[config.mk]
export PLATFORM = sky130hd
export DESIGN_NAME = gpio_atr_ctrl
export DESIGN_NICKNAME = d
export VERILOG_FILES = /design/src/rtl/gpio_atr_pkg.sv /design/src/rtl/gpio_atr_fsm.sv /design/src/rtl/gpio_regfile.sv /design/src/rtl/gpio_pin_mux.sv /design/src/rtl/gpio_in_sync.sv /design/src/rtl/gpio_atr_ctrl.sv
export SDC_FILE = /design/constraint.sdc
export NUM_CORES = 1
export LEC_CHECK = 0
export BUFFER_PORTS_ARGS = -buffer_cell sky130_fd_sc_hd__buf_4
export CAP_MARGIN = 20
export CELL_PAD_IN_SITES_DETAIL_PLACEMENT = 0
export CELL_PAD_IN_SITES_GLOBAL_PLACEMENT = 1
export CORE_ASPECT_RATIO = 0.6
export CORE_MARGIN = 8
export CORE_UTILIZATION = 40
export CTS_BUF_LIST = sky130_fd_sc_hd__clkbuf_16
export DETAILED_ROUTE_END_ITERATION = 8
export PLACE_DENSITY = 0.7
export SYNTH_ARGS = -nofsm -noshare
export SYNTH_HDL_FRONTEND = slang
export SYNTH_SLANG_ARGS = --single-unit
[constraint.sdc]
create_clock -name clk -period 2.9 [get_ports clk]
set_input_delay 0.435 -clock clk [delete_from_list [all_inputs] [get_ports clk]]
set_output_delay 0.435 -clock clk [all_outputs]
set_load 0.05 [all_outputs]
[src/rtl/gpio_atr_pkg.sv]
package gpio_atr_pkg;

    // Per-pin output source codes
    typedef enum logic [1:0] {
        SRC_SW   = 2'd0,
        SRC_ATR  = 2'd1,
        SRC_DBG0 = 2'd2,
        SRC_DBG1 = 2'd3
    } pin_src_e;

    // Radio activity states, encoded {rx, tx}
    typedef enum logic [1:0] {
        ACT_IDLE = 2'd0,
        ACT_TX   = 2'd1,
        ACT_RX   = 2'd2,
        ACT_FDX  = 2'd3
    } act_state_e;

    localparam int unsigned ACT_COUNT = 4;

    // Word offsets on the register port
    localparam int unsigned OFS_DATA  = 0;
    localparam int unsigned OFS_DIR   = 1;
    localparam int unsigned OFS_TXSEL = 2;
    localparam int unsigned OFS_RXSEL = 3;
    localparam int unsigned OFS_ATR0  = 4;

endpackage

[src/rtl/gpio_atr_fsm.sv]
module gpio_atr_fsm
    import gpio_atr_pkg::*;
(
    input  logic       clk,
    input  logic       rst_n,
    input  logic       tx_active,
    input  logic       rx_active,
    output logic [1:0] tbl_idx
);

    act_state_e state_q;
    act_state_e state_d;

    // Next state comes only from the sampled activity pair
    always_comb begin
        unique case ({rx_active, tx_active})
            2'b00:   state_d = ACT_IDLE;
            2'b01:   state_d = ACT_TX;
            2'b10:   state_d = ACT_RX;
            default: state_d = ACT_FDX;
        endcase
    end

    always_ff @(posedge clk or negedge rst_n) begin
        if (!rst_n) state_q <= ACT_IDLE;
        else        state_q <= state_d;
    end

    // Output decode: table entry selected by each state
    always_comb begin
        unique case (state_q)
            ACT_IDLE: tbl_idx = 2'd0;
            ACT_TX:   tbl_idx = 2'd1;
            ACT_RX:   tbl_idx = 2'd2;
            default:  tbl_idx = 2'd3;
        endcase
    end

    // the state follows the pair sampled at the previous edge
    p_state_tracks_r8: assert property (@(posedge clk) disable iff (!rst_n)
        rst_n |=> (tbl_idx == $past({rx_active, tx_active})));

endmodule

[src/rtl/gpio_regfile.sv]
module gpio_regfile
    import gpio_atr_pkg::*;
#(
    parameter int unsigned WORD_W = 32,
    parameter int unsigned ADDR_W = 3
) (
    input  logic                               clk,
    input  logic                               rst_n,
    input  logic                               wr_en,
    input  logic [ADDR_W-1:0]                  wr_addr,
    input  logic [WORD_W-1:0]                  wr_data,
    output logic [WORD_W-1:0]                  data_q,
    output logic [WORD_W-1:0]                  dir_q,
    output logic [WORD_W-1:0]                  txsel_q,
    output logic [WORD_W-1:0]                  rxsel_q,
    output logic [ACT_COUNT-1:0][WORD_W-1:0]   atr_q
);

    logic hit_data, hit_dir, hit_tx, hit_rx;

    assign hit_data = wr_en && (wr_addr == ADDR_W'(OFS_DATA));
    assign hit_dir  = wr_en && (wr_addr == ADDR_W'(OFS_DIR));
    assign hit_tx   = wr_en && (wr_addr == ADDR_W'(OFS_TXSEL));
    assign hit_rx   = wr_en && (wr_addr == ADDR_W'(OFS_RXSEL));

    always_ff @(posedge clk or negedge rst_n) begin
        if (!rst_n) begin
            data_q  <= '0;
            dir_q   <= '0;
            txsel_q <= '0;
            rxsel_q <= '0;
        end else begin
            if (hit_data) data_q  <= wr_data;
            if (hit_dir)  dir_q   <= wr_data;
            if (hit_tx)   txsel_q <= wr_data;
            if (hit_rx)   rxsel_q <= wr_data;
        end
    end

    // One storage word per activity state
    for (genvar e = 0; e < ACT_COUNT; e++) begin : g_entry
        logic hit_e;
        assign hit_e = wr_en && (wr_addr == ADDR_W'(OFS_ATR0 + e));
        always_ff @(posedge clk or negedge rst_n) begin
            if (!rst_n)     atr_q[e] <= '0;
            else if (hit_e) atr_q[e] <= wr_data;
        end
    end

    // a data-word write is visible one edge later
    p_data_write_r2: assert property (@(posedge clk) disable iff (!rst_n)
        (wr_en && wr_addr == ADDR_W'(OFS_DATA)) |=> (data_q == $past(wr_data)));

    // with no strobe the select words hold
    p_sel_hold_r2: assert property (@(posedge clk) disable iff (!rst_n)
        !wr_en |=> ($stable(txsel_q) && $stable(rxsel_q)));

endmodule

[src/rtl/gpio_pin_mux.sv]
module gpio_pin_mux
    import gpio_atr_pkg::*;
#(
    parameter int unsigned BANK_PINS = 16,
    localparam int unsigned NPINS    = 2 * BANK_PINS
) (
    input  logic [NPINS-1:0] dir,
    input  logic [NPINS-1:0] data,
    input  logic [NPINS-1:0] atr_word,
    input  logic [NPINS-1:0] dbg0,
    input  logic [NPINS-1:0] dbg1,
    input  logic [NPINS-1:0] txsel,
    input  logic [NPINS-1:0] rxsel,
    output logic [NPINS-1:0] pin_out
);

    for (genvar p = 0; p < NPINS; p++) begin : g_pin
        pin_src_e src;
        logic     bit_v;

        if (p >= BANK_PINS) begin : g_tx
            assign src = pin_src_e'(txsel[2*(p-BANK_PINS) +: 2]);
        end else begin : g_rx
            assign src = pin_src_e'(rxsel[2*p +: 2]);
        end

        always_comb begin
            unique case (src)
                SRC_SW:   bit_v = data[p];
                SRC_ATR:  bit_v = atr_word[p];
                SRC_DBG0: bit_v = dbg0[p];
                default:  bit_v = dbg1[p];
            endcase
        end

        // Input pins never drive
        assign pin_out[p] = bit_v & dir[p];
    end

endmodule

[src/rtl/gpio_in_sync.sv]
module gpio_in_sync #(
    parameter int unsigned WIDTH = 32
) (
    input  logic             clk,
    input  logic             rst_n,
    input  logic [WIDTH-1:0] raw,
    output logic [WIDTH-1:0] synced
);

    logic [WIDTH-1:0] meta_q;

    always_ff @(posedge clk or negedge rst_n) begin
        if (!rst_n) begin
            meta_q <= '0;
            synced <= '0;
        end else begin
            meta_q <= raw;
            synced <= meta_q;
        end
    end

endmodule

[src/rtl/gpio_atr_ctrl.sv]
module gpio_atr_ctrl
    import gpio_atr_pkg::*;
#(
    parameter int unsigned BANK_PINS = 16,
    parameter int unsigned ADDR_W    = 3,
    localparam int unsigned NPINS    = 2 * BANK_PINS
) (
    input  logic              clk,
    input  logic              rst_n,
    input  logic              wr_en,
    input  logic [ADDR_W-1:0] addr,
    input  logic [NPINS-1:0]  wr_data,
    output logic [NPINS-1:0]  rd_data,
    input  logic              tx_active,
    input  logic              rx_active,
    input  logic [NPINS-1:0]  dbg0,
    input  logic [NPINS-1:0]  dbg1,
    input  logic [NPINS-1:0]  pin_in,
    output logic [NPINS-1:0]  pin_out,
    output logic [NPINS-1:0]  pin_oe
);

    logic [NPINS-1:0]                data_q, dir_q, txsel_q, rxsel_q;
    logic [ACT_COUNT-1:0][NPINS-1:0] atr_q;
    logic [1:0]                      tbl_idx;
    logic [NPINS-1:0]                pin_sync;

    gpio_regfile #(.WORD_W(NPINS), .ADDR_W(ADDR_W)) u_regs (
        .clk     (clk),
        .rst_n   (rst_n),
        .wr_en   (wr_en),
        .wr_addr (addr),
        .wr_data (wr_data),
        .data_q  (data_q),
        .dir_q   (dir_q),
        .txsel_q (txsel_q),
        .rxsel_q (rxsel_q),
        .atr_q   (atr_q)
    );

    gpio_atr_fsm u_fsm (
        .clk       (clk),
        .rst_n     (rst_n),
        .tx_active (tx_active),
        .rx_active (rx_active),
        .tbl_idx   (tbl_idx)
    );

    gpio_pin_mux #(.BANK_PINS(BANK_PINS)) u_mux (
        .dir      (dir_q),
        .data     (data_q),
        .atr_word (atr_q[tbl_idx]),
        .dbg0     (dbg0),
        .dbg1     (dbg1),
        .txsel    (txsel_q),
        .rxsel    (rxsel_q),
        .pin_out  (pin_out)
    );

    gpio_in_sync #(.WIDTH(NPINS)) u_sync (
        .clk    (clk),
        .rst_n  (rst_n),
        .raw    (pin_in),
        .synced (pin_sync)
    );

    assign pin_oe = dir_q;

    // Read mux: data word mixes driven and sampled pins
    always_comb begin
        rd_data = '0;
        if (addr == ADDR_W'(OFS_DATA))
            rd_data = (pin_out & dir_q) | (pin_sync & ~dir_q);
        else if (addr == ADDR_W'(OFS_DIR))
            rd_data = dir_q;
        else if (addr == ADDR_W'(OFS_TXSEL))
            rd_data = txsel_q;
        else if (addr == ADDR_W'(OFS_RXSEL))
            rd_data = rxsel_q;
        else begin
            for (int e = 0; e < ACT_COUNT; e++)
                if (addr == ADDR_W'(OFS_ATR0 + e)) rd_data = atr_q[e];
        end
    end

    // a direction write reaches the enables one edge later
    p_oe_write_r3: assert property (@(posedge clk) disable iff (!rst_n)
        (wr_en && addr == ADDR_W'(OFS_DIR)) |=> (pin_oe == $past(wr_data)));

    // no pin drives while its enable is low
    p_input_quiet_r9: assert property (@(posedge clk) disable iff (!rst_n)
        (pin_out & ~pin_oe) == '0);

endmodule

==> impl_metrics.py, run 1 <==
metrics = {
    "final_layout": {
        "stdcell_area_um2": 20900,
        "fin_cells": 2128,
        "drive_gt1_share_pct": 42.8,
        "fillers": 3498,
        "antenna_cells": 0,
        "nNetsFinal": 1708,
        "area_growth_pct": 28.6,
    },
    "sta": {
        "fin_skew_ns": 0.0125,
        "post-route-min-period_ns": 3.00,
        "tightest_slew_ns": 0.772,
        "hold_viol": 0,
        "setup_ws_ns": -0.101,
        "setup_viol_count_final": 10,
        "slew_headroom_pct": 47.2,
        "fmax_mhz": 333,
        "slew_violations": 0,
        "post-route-period-util_pct": 103,
        "rsz0062_at_grt": "true",
        "whs_ns": 0.0256,
    },
    "routing": {
        "vias_per_cell": 5.65,
        "drtPass1Iterations": 5,
        "drc": 0,
        "vias": 12019,
        "postRouteAntennaNets": 0,
        "wl_per_cell_um": 24.7,
        "totalWireLength_mm": 52.6,
        "drt_iter0_drc": 1009,
    },
    "run_status": {
        "outcome": "finished with violations",
        "violations": "negative setup slack",
    },
    "worst_setup_path": {
        "worstSetupPathType": "flip-flop to output pin",
        "rrSetupSlack_ns": 1.75,
        "r2r_start": "u_regs.rxsel_q[16]$_DFFE_PN0P_",
        "required_ns": 2.47,
        "crit_top_cell": "mux4_2",
        "cp.buffers_inverters": 2,
        "rr_worst_depth": 2,
        "crit_path_end_kind": "output pin",
        "crit_chain": "buf_12 -> mux4_2 -> mux4_2 -> and2_4 -> o22a_1 -> buf_6",
        "r2r-end": "u_regs.rxsel_q[16]$_DFFE_PN0P_",
        "critPathLaunchType": "flip-flop",
        "cp_max_fo": 6,
        "slowest_stage": "mux4_2",
        "arrival_ns": 2.57,
        "max_stage_delay_ns": 0.50,
        "cp_top_family": "multiplexers",
    },
    "placement": {
        "post-place-cells": 2033,
        "gp_congestion": 0.839,
        "hpwlAfterDp_mm": 36.1,
        "place_area_um2": 18900,
        "io_buffers": 231,
        "dp_slack_ns": 0.209,
    },
    "die": {
        "die_width_um": 276,
        "fp-row-count": 57,
        "die_h_um": 172,
        "core_area_um2": 40200,
        "dieArea_um2": 47400,
        "ios": 232,
        "start_util_pct": 40.3,
    },
    "yosys": {
        "ys_warn_count": 0,
        "yosys.area.top_type": "dfrtp_1",
        "synth_top_area_share_pct": 49.7,
        "synth_compound_area_share_pct": 11.0,
        "synthSimpleGateAreaFrac_pct": 6.58,
        "synth_flop_cell": "dfrtp_1",
        "synth-async-reset-ratio_pct": 100,
        "synth-edff-count": 0,
        "synth_top_family_by_area": "multiplexers",
        "synthAdderAreaFrac_pct": 0,
        "ys_top_cells_by_area": "dfrtp_1 50%, mux2_2 18%, mux2i_1 6.6%, mux4_2 4.4%, nor2_1 2.2%",
        "synth_cell_types": 43,
        "syn_area_um2": 16200,
        "yosysSeqAreaShare_pct": 49.7,
        "avgSynthCellArea_um2": 12.4,
        "synth_nets": 1440,
        "synthCells": 1304,
        "synth_xor_area_share_pct": 0,
        "synth-seq-cells": 322,
        "synthMuxAreaShare_pct": 29.2,
    },
    "global_routing": {
        "grt_first_pass_wirelength_mm": 79.3,
        "grt_max_degree": 78,
        "antenna_found_initial": 2,
        "track_usage_pct": 22.0,
        "grt_overflow": 0,
        "first_global_vias": 12526,
    },
    "cts": {
        "cts_tree": "built",
        "cts_buffer_depth": 3,
        "cts-htree-levels": 2,
        "insertion_delay_ns": 0.53,
        "cts-root-buf": "clkbuf_16",
        "cts_inserted_buffers": 34,
        "cts_sinks": 322,
        "cts.clk_slew.worst_paths_ns": 0.06,
    },
    "pwr": {
        "peakVddDrop_mv": 0.450,
        "switching_share_pct": 34.9,
        "p_clk_share_pct": 28.5,
        "total_power_mw": 15.6,
        "switchingPower_mw": 5.43,
        "p_int_mw": 10.1,
        "power_leakage_nw": 9.25,
        "p_seq_share_pct": 40.5,
        "combPwrFrac_pct": 31.0,
        "powerDensity_nw_per_um2": 746,
    },
    "worst_hold_path": {
        "worstHoldPathCells": 1,
        "min_to": "u_sync.meta_q[29]$_DFF_PN0_",
        "hold_path_class": "primary input to flip-flop",
        "min_from": "pin_in[29]",
    },
    "flow_run": {
        "cap_violations": 0,
    },
}
==> cell type report <==
cell class | instances | area [µm²] | area share, %
multi-input combinational | 859 | 8020 | 38.4
clock buffer | 37 | 926 | 4.44
tap | 531 | 664 | 3.19
inverter | 34 | 128 | 0.612
clock inverter | 24 | 186 | 0.894
sequential | 322 | 8060 | 38.7
timing repair buffer | 321 | 2870 | 13.8
==> cell usage after synthesis (4+ instances only) <==
cell type / number
buf_2: 39
o21ai_1: 14
nand2_1: 53
mux2_2: 254
a311oi_1: 16
o221ai_1: 15
buf_4: 8
a211o_1: 14
o21a_1: 15
mux2i_1: 107
and2_1: 4
o31ai_1: 15
buf_6: 5
inv_1: 34
and3_1: 16
dfrtp_1: 322
nor2b_1: 47
clkbuf_1: 34
o21ai_0: 36
nor2_1: 93
a2bb2oi_1: 30
mux4_2: 32
a21oi_1: 17
o2bb2ai_1: 15
a2111oi_0: 16
a221oi_1: 16
o21bai_1: 16
==> state kept, by name, indices dropped and copies added (netlist names) <==
signal and flops:
u_sync.meta_q 32, u_regs.txsel_q 32, u_regs.atr_q 128, u_regs.rxsel_q 32
u_fsm.state_q 2, u_regs.data_q 32, u_regs.dir_q 32, u_sync.synced 32
==> power groups by stage <==
stage | registers, mW | clock network, mW | logic [mW]
after CTS | 6.28 | 4.53 | 4.74
after detailed placement | 6.33 | 0 | 4.46
after floorplan | 6.25 | 0 | 2.85
after global routing | 6.43 | 4.73 | 5.12
after global placement | 6.31 | 0 | 4.40
final | 6.31 | 4.43 | 4.82
==> metrics by stage <==
step / TNS (ns) / util [%]
2_1_floorplan: 0 / -
3_3_place_gp: 0 / 47.1
3_5_place_dp: 0 / 47.1
4_1_cts: -1.15 / 51.5
5_1_grt: -2.44 / 51.8
6_report: -0.407 / 51.8
==> how the worst max path moves through the flow <==
stage	end	slack, ns	from	depth (start not counted)
floorplan	rd_data[11]	0.18	addr[2]	7
global placement	rd_data[17]	0.27	addr[1]	7
detailed placement	rd_data[11]	0.21	addr[1]	7
CTS	rd_data[30]	-0.12	u_fsm.state_q[1]$_DFF_PN0_	6
global route	rd_data[30]	-0.15	u_fsm.state_q[1]$_DFF_PN0_	6
finish	rd_data[30]	-0.10	u_fsm.state_q[1]$_DFF_PN0_	6
==> per-layer routing <==
layer  vias up  share of wire [%]  track usage [%]
met5         -              0.021                0
met4         2                2.0             5.37
met3        61                6.2             4.30
met2       347                 45             33.7
met1      6226                 47             32.0
li1       5383                  -                -
==> cell usage in the layout, fill, tap and decap left out, types with 17 or more instances in the layout <==
master and instances:
dfrtp_1 320, mux2_2 239, buf_4 236, mux2i_1 104
nor2_1 88, nand2_1 53, nor2b_1 47, inv_1 40
buf_6 38, clkbuf_16 37, mux4_2 34, o21ai_0 34
a2bb2oi_1 28, dlygate4sd3_1 26, buf_12 19, a21oi_1 17
==> logic make-up (layout without fill, tap and decap cells) <==
family	count (synthesis)	after routing
AO/OA/AOI/OAI	238	238
buffers and inverters	123	416
flip-flops	322	322
multiplexers	397	397
AND/OR/NAND/NOR	224	224
==> worst register-to-register path, cell delays in order, from the launching register on <==
cell	delay [ns]
dfrtp_1	0.53
buf_4	0.24
mux2_2	0.26
==> timing repair <==
action,4_1_cts,5_1_grt
pin swaps,12,13
endpoints found under the setup margin,31,56
hold buffers,26,0
gates cloned,1,0
gates resized for setup,74,32
setup buffers,6,2
endpoints found under the hold margin,89,0
Power figures use the tool's default switching activity.
==> run 2, diff against run 1 <==
--- a/config.mk
+++ b/config.mk
@@ -6,7 +6,6 @@
 export NUM_CORES = 1
 export LEC_CHECK = 0
 export BUFFER_PORTS_ARGS = -buffer_cell sky130_fd_sc_hd__buf_4
-export CAP_MARGIN = 20
 export CELL_PAD_IN_SITES_DETAIL_PLACEMENT = 0
 export CELL_PAD_IN_SITES_GLOBAL_PLACEMENT = 1
 export CORE_ASPECT_RATIO = 0.6
@@ -14,7 +13,7 @@
 export CORE_UTILIZATION = 40
 export CTS_BUF_LIST = sky130_fd_sc_hd__clkbuf_16
 export DETAILED_ROUTE_END_ITERATION = 8
-export PLACE_DENSITY = 0.7
+export PLACE_DENSITY = 0.81
 export SYNTH_ARGS = -nofsm -noshare
 export SYNTH_HDL_FRONTEND = slang
 export SYNTH_SLANG_ARGS = --single-unit
==> run 2 against run 1 <==
  * The flow still finishes with violations (negative setup slack)
  * First-iteration DRC count down 14%
  * Count of clock-buffer cells in the layout did not move
  * Flip-flop and latch count unchanged
  * Clock power is 2% higher
  * Sequential power is essentially flat
  * Utilization decreased by 0.10 points
  * Global-route usage shrank 0.47 points
  * Worst setup slack gained 0.035 ns
  * Register-to-register slack about the same
  * Power increased by 0.64%
==> impl_metrics.py, run 2 (synthesis results as in run 1) <==
metrics = {
    "sta": {
        "fin_skew_ns": 0.00911,
        "rsz0062_at_grt": "true",
        "setup_ws_ns": -0.0655,
        "slew_headroom_pct": 37.7,
        "hold_viol": 0,
        "post-route-min-period_ns": 2.97,
        "finalSetupTns_ns": -0.396,
        "setup_viol_count_final": 12,
        "slew_violations": 0,
        "fmax_mhz": 337,
        "post-route-period-util_pct": 102,
        "tightest_slew_ns": 0.910,
    },
    "cts": {
        "cts_tree": "built",
        "cts.clk_slew.worst_paths_ns": 0.06,
        "cts_buffer_depth": 3,
        "cts-htree-levels": 2,
        "cts-root-buf": "clkbuf_16",
        "cts_inserted_buffers": 34,
        "insertion_delay_ns": 0.52,
        "cts_sinks": 322,
    },
    "placement": {
        "post-place-cells": 2038,
        "hpwlAfterDp_mm": 36.3,
        "gp_congestion": 0.814,
        "io_buffers": 231,
    },
    "final_layout": {
        "layout_common_cells": "320 x dfrtp_1, 244 x mux2_2, 223 x buf_4, 102 x mux2i_1, 86 x nor2_1",
        "fin_cells": 2114,
        "drive_gt1_share_pct": 44.4,
        "largest_reg_flops": 128,
        "area_growth_pct": 28.4,
        "antenna_cells": 0,
        "regMostFlops": "u_regs.atr_q",
        "nNetsFinal": 1695,
        "final_common_cell": "dfrtp_1",
    },
    "pwr": {
        "switchingPower_mw": 5.44,
        "combPwrFrac_pct": 30.9,
        "p_int_mw": 10.2,
        "powerDensity_nw_per_um2": 752,
        "p_seq_share_pct": 40.3,
        "p_clk_share_pct": 28.7,
        "switching_share_pct": 34.7,
        "peakVddDrop_mv": 0.356,
        "power_leakage_nw": 9.23,
    },
    "worst_setup_path": {
        "worstSetupPathType": "flip-flop to output pin",
        "crit_end": "rd_data[5]",
        "r2r-end": "u_regs.rxsel_q[16]$_DFFE_PN0P_",
        "arrival_ns": 2.53,
        "crit_path_end_kind": "output pin",
        "cp_max_fo": 8,
        "critPathLaunchType": "flip-flop",
        "critPathLaunch": "u_fsm.state_q[1]$_DFF_PN0_",
        "rrSetupSlack_ns": 1.75,
        "r2r_start": "u_regs.rxsel_q[16]$_DFFE_PN0P_",
        "rr_worst_depth": 2,
        "required_ns": 2.47,
    },
    "global_routing": {
        "antenna_found_initial": 0,
        "first_global_vias": 12626,
        "grt_overflow": 0,
        "grt_max_degree": 79,
        "track_usage_pct": 21.5,
        "grt_first_pass_wirelength_mm": 78.6,
    },
    "run_status": {
        "outcome": "finished with violations",
        "violations": "negative setup slack",
    },
    "routing": {
        "drc": 0,
        "drt_iter0_drc": 869,
        "drtPass1Iterations": 5,
        "wl_per_cell_um": 24.7,
        "vias_per_cell": 5.73,
        "totalWireLength_mm": 52.2,
        "postRouteAntennaNets": 0,
        "vias": 12119,
    },
    "die": {
        "ios": 232,
        "start_util_pct": 40.3,
        "die_h_um": 172,
        "dieArea_um2": 47400,
        "core_area_um2": 40200,
        "fp-row-count": 57,
        "die_width_um": 276,
    },
    "worst_hold_path": {
        "hold_path_class": "primary input to flip-flop",
    },
    "flow_run": {
        "cap_violations": 0,
    },
}
==> run 2: cell count changes in the layout (fill, tap and decap cells not counted), sizes merged <==
cell | previous run | this run
clkbuf | 37 | 38
buf | 295 | 303
clkinv | 12 | 13
bufinv | 3 | 4
clkinvlp | 3 | 0
dlygate4sd3 | 26 | 4
==> run 2: what timing repair did <==
item / 4_1_cts / 5_1_grt
hold endpoints to repair: 70 / 2
cloned: 0 / 1
hold buffers: 2 / 2
setup buffers: 5 / 6
endpoints found under the setup margin: 40 / 48
pin swaps: 3 / 24
gates resized for setup: 51 / 73
==> run 2: layer usage <==
layer / up-vias / share of wire, % / global-route usage [%] / routed length [µm]
met5: - / 0 / 0 / 0
met4: 0 / 2.0 / 5.00 / 1040
met3: 76 / 7.2 / 3.99 / 3750
met2: 458 / 45 / 33.4 / 23500
met1: 6228 / 46 / 31.2 / 23900
li1: 5357 / - / - / -
==> run 2: worst min path at each step <==
stage | from | endpoint | slack [ns] | cells after the start
final | pin_in[7] | u_sync.meta_q[7]$_DFF_PN0_ | 0.02 | 1
after floorplan | rst_n | u_fsm.state_q[0]$_DFF_PN0_ | 0.14 | 0
after global routing | pin_in[20] | u_sync.meta_q[20]$_DFF_PN0_ | 0.001 | 1
after CTS | pin_in[0] | u_sync.meta_q[0]$_DFF_PN0_ | 0.0007 | 1
after detailed placement | u_sync.meta_q[26]$_DFF_PN0_ | u_sync.synced[26]$_DFF_PN0_ | 0.33 | 0
after global placement | u_sync.meta_q[6]$_DFF_PN0_ | u_sync.synced[6]$_DFF_PN0_ | 0.33 | 0
==> run 2: critical path, stage by stage, from the launching register on <==
cell and delay [ns]:
dfrtp_2 0.40, buf_4 0.15, clkbuf_16 0.18, mux4_2 0.52, mux2_4 0.29, o21ai_4 0.17
a311oi_2 0.13, buf_6 0.18
==> run 2: area by class of cell <==
cell class / count / area [µm²]
clock inverter: 23 / 200
tap: 531 / 664
sequential: 322 / 8060
clock buffer: 37 / 926
multi-input combinational: 859 / 7990
inverter: 34 / 128
timing repair buffer: 308 / 2850
fill: 3464 / 19400
==> run 2: through the flow <==
step / util, % / setup slack (ns) / cell area (µm²) / power [mW] / hold slack [ns]
after global placement: 47.3 / 0.332 / 19000 / 10.7 / 0.335
after CTS: 50.7 / -0.113 / 20400 / 15.5 / 0.000682
after floorplan: - / 0.181 / 16300 / 9.11 / 0.139
final: 51.7 / -0.0655 / 20800 / 15.7 / 0.0179
after global routing: 51.7 / -0.141 / 20800 / 16.3 / 0.00137
after detailed placement: 47.3 / 0.294 / 19000 / 10.8 / 0.335
==> run 2: power by group through the flow <==
stage,clock network (mW),registers [mW],logic [mW]
detailed placement,0,6.33,4.48
CTS,4.58,6.27,4.64
global route,4.77,6.42,5.14
finish,4.50,6.31,4.85
global placement,0,6.29,4.40
floorplan,0,6.25,2.85
==> run 3, diff against run 2 <==
--- a/config.mk
+++ b/config.mk
@@ -13,7 +13,8 @@
 export CORE_UTILIZATION = 40
 export CTS_BUF_LIST = sky130_fd_sc_hd__clkbuf_16
 export DETAILED_ROUTE_END_ITERATION = 8
-export PLACE_DENSITY = 0.81
+export PLACE_DENSITY_LB_ADDON = 0.1
 export SYNTH_ARGS = -nofsm -noshare
 export SYNTH_HDL_FRONTEND = slang
+export SYNTH_HIERARCHICAL = 1
 export SYNTH_SLANG_ARGS = --single-unit
==> run 3 against run 2 <==
  * The flow still finishes with violations (negative setup slack)
  * Area after synthesis decreased by 5.7%
  * Design area decreased by 4.0%
  * Highest routed layer unchanged
  * Clock power decreased by 2%
  * Critical path type unchanged
==> impl_metrics.py, run 3 <==
metrics = {
    "run_status": {
        "outcome": "finished with violations",
        "violations": "negative setup slack",
    },
    "yosys": {
        "synth-seq-cells": 322,
        "synthCells": 998,
        "synth-edff-count": 0,
        "syn_area_um2": 15300,
        "yosys.area.top_type": "dfrtp_1",
        "synth_nets": 1134,
        "synthTopCellsByCount": "322 x dfrtp_1, 243 x mux2_2, 90 x mux4_2",
        "synth_compound_area_share_pct": 6.13,
        "synth_most_common_cell": "dfrtp_1",
        "ys_top_cells_by_area": "dfrtp_1 53%, mux2_2 18%, mux4_2 13%, mux2i_1 2.1%, a22o_1 1.5%",
        "synth_cell_types": 37,
        "synth_xor_area_share_pct": 0,
        "yosysSeqAreaShare_pct": 52.7,
        "ys_warn_count": 6,
        "synthAdderAreaFrac_pct": 0,
        "synth_top_family_by_area": "multiplexers",
        "synth-async-reset-ratio_pct": 100,
        "synthMuxAreaShare_pct": 34.7,
        "synthSimpleGateAreaFrac_pct": 2.62,
        "synth_top_area_share_pct": 52.7,
        "avgSynthCellArea_um2": 15.3,
        "synth_flop_cell": "dfrtp_1",
    },
    "routing": {
        "postRouteAntennaNets": 0,
        "totalWireLength_mm": 47.6,
        "drtPass1Iterations": 5,
        "wl_per_cell_um": 25.8,
        "vias_per_cell": 5.55,
        "drt_iter0_drc": 676,
        "vias": 10243,
        "drc": 0,
    },
    "placement": {
        "gp_congestion": 0.791,
        "place_area_um2": 18300,
        "io_buffers": 231,
        "hpwlAfterDp_mm": 32.4,
    },
    "die": {
        "ios": 232,
        "die_h_um": 167,
        "dieArea_um2": 44900,
        "core_area_um2": 37600,
        "die_width_um": 268,
        "fp-row-count": 55,
        "start_util_pct": 40.6,
    },
    "sta": {
        "fmax_mhz": 286,
        "setup_viol_count_final": 64,
        "setup_ws_ns": -0.597,
        "tightest_slew_ns": 0.554,
        "slew_violations": 0,
        "finalSetupTns_ns": -20.71,
        "slew_headroom_pct": 63.0,
        "post-route-period-util_pct": 121,
        "whs_ns": 0.0281,
        "post-route-min-period_ns": 3.50,
        "fin_skew_ns": 0.00683,
        "rsz0062_at_grt": "true",
        "hold_viol": 0,
    },
    "final_layout": {
        "area_growth_pct": 30.7,
        "drive_gt1_share_pct": 58.7,
        "final_common_cell": "dfrtp_1",
        "antenna_cells": 0,
        "regMostFlops": "u_regs/atr_q",
        "largest_reg_flops": 128,
        "layout_common_cells": "320 x dfrtp_1, 243 x mux2_2, 234 x buf_4, 90 x mux4_2, 67 x buf_6",
        "nNetsFinal": 1443,
        "stdcell_area_um2": 20000,
        "utilization_pct": 53.1,
    },
    "cts": {
        "cts_buffer_depth": 3,
        "cts_sinks": 322,
        "cts_inserted_buffers": 35,
        "cts-htree-levels": 2,
        "cts_tree": "built",
        "insertion_delay_ns": 0.52,
        "cts.clk_slew.worst_paths_ns": 0.06,
        "cts-root-buf": "clkbuf_16",
    },
    "flow_run": {
        "cap_violations": 0,
    },
    "worst_hold_path": {
        "hold_path_class": "primary input to flip-flop",
    },
    "worst_setup_path": {
        "crit_path_end_kind": "output pin",
        "critPathLaunchType": "flip-flop",
        "required_ns": 2.47,
        "worstSetupPathType": "flip-flop to output pin",
        "cp_max_fo": 12,
        "arrival_ns": 3.06,
    },
    "global_routing": {
        "grt_first_pass_wirelength_mm": 72.1,
        "grt_overflow": 0,
        "antenna_found_initial": 0,
        "track_usage_pct": 21.2,
        "first_global_vias": 10969,
        "grt_max_degree": 76,
    },
    "pwr": {
        "power_leakage_nw": 8.79,
        "powerDensity_nw_per_um2": 768,
        "peakVddDrop_mv": 0.377,
    },
}
## run 3: cell types whose count changed after synthesis, moves of 30 or more
cell,delta
nor2_1,-92
mux2i_1,-75
mux4_2,+58
nand2_1,-52
nor2b_1,-44
a2bb2oi_1,-30
## run 3: kinds of logic (layout without fill, tap and decap cells)
family | count (synthesis) | count (layout)
flip-flops | 322 | 322
AND/OR/NAND/NOR | 56 | 56
buffers and inverters | 102 | 437
AO/OA/AOI/OAI | 135 | 135
multiplexers | 383 | 383
## run 3: cell type report
| class | instances | area, µm² |
|---|---|---|
| flip-flops and latches | 322 | 8060 |
| inverters | 29 | 109 |
| clock buffers | 37 | 926 |
| clock inverters | 26 | 181 |
| well taps | 513 | 642 |
| repair buffers | 345 | 3150 |
| multi-input cells | 574 | 6910 |
| fillers | 3228 | 17700 |
## run 3: stage by stage
stage | setup slack, ns | power (mW) | std cells
5_1_grt | -0.708 | 16.0 | 1846
3_5_place_dp | -0.165 | 10.7 | 1753
3_3_place_gp | -0.161 | 10.7 | 1753
4_1_cts | -0.657 | 15.5 | 1838
6_report | -0.597 | 15.4 | 1846
2_1_floorplan | -0.0106 | 9.04 | 998
## run 3: routing by layer
| metal | wire (µm) | share of wire, % | GRT usage (%) |
|---|---|---|---|
| met1 | 22800 | 48 | 31.6 |
| met2 | 21600 | 45 | 32.0 |
| met3 | 2480 | 5.2 | 3.85 |
| met4 | 757 | 1.6 | 4.13 |
| met5 | 0 | 0 | 0 |
## run 3: final timing paths
check,from,endpoint,slack (ns),cells past startpoint
setup / recovery,u_fsm/state_q[0]$_DFF_PN0_,rd_data[9],-0.60,9
hold / removal,pin_in[18],u_sync/meta_q[18]$_DFF_PN0_,0.03,1
setup reg to reg,u_regs/rxsel_q[26]$_DFFE_PN0P_,u_regs/rxsel_q[26]$_DFFE_PN0P_,1.93,1
hold reg to reg,u_sync/meta_q[25]$_DFF_PN0_,u_sync/synced[25]$_DFF_PN0_,0.34,0
max in group asynchronous,rst_n,u_sync/meta_q[5]$_DFF_PN0_,1.69,3
min in group asynchronous,rst_n,u_sync/meta_q[28]$_DFF_PN0_,0.43,2
## run 3: timing repair
item	4_1_cts	5_1_grt
hold buffers	22	1
hold endpoints to repair	57	1
setup buffers	0	7
setup endpoints to repair	64	64
gates resized for setup	111	16
## run 3: power by group
| part | leakage [nW] | switching (mW) | internal [mW] |
|---|---|---|---|
| combinational | 4.37 | 2.34 | 2.45 |
| clock | 0.578 | 1.86 | 2.56 |
| sequential | 3.84 | 0.811 | 5.33 |
## run 3: critical path, cell delays in order (launching register included)
cell      delay (ns)
dfrtp_2         0.41
buf_12          0.18
buf_4           0.13
mux4_2          0.50
mux4_2          0.48
and2_4          0.18
o21ai_1         0.11
o311ai_1        0.12
a22o_2          0.26
buf_6           0.15
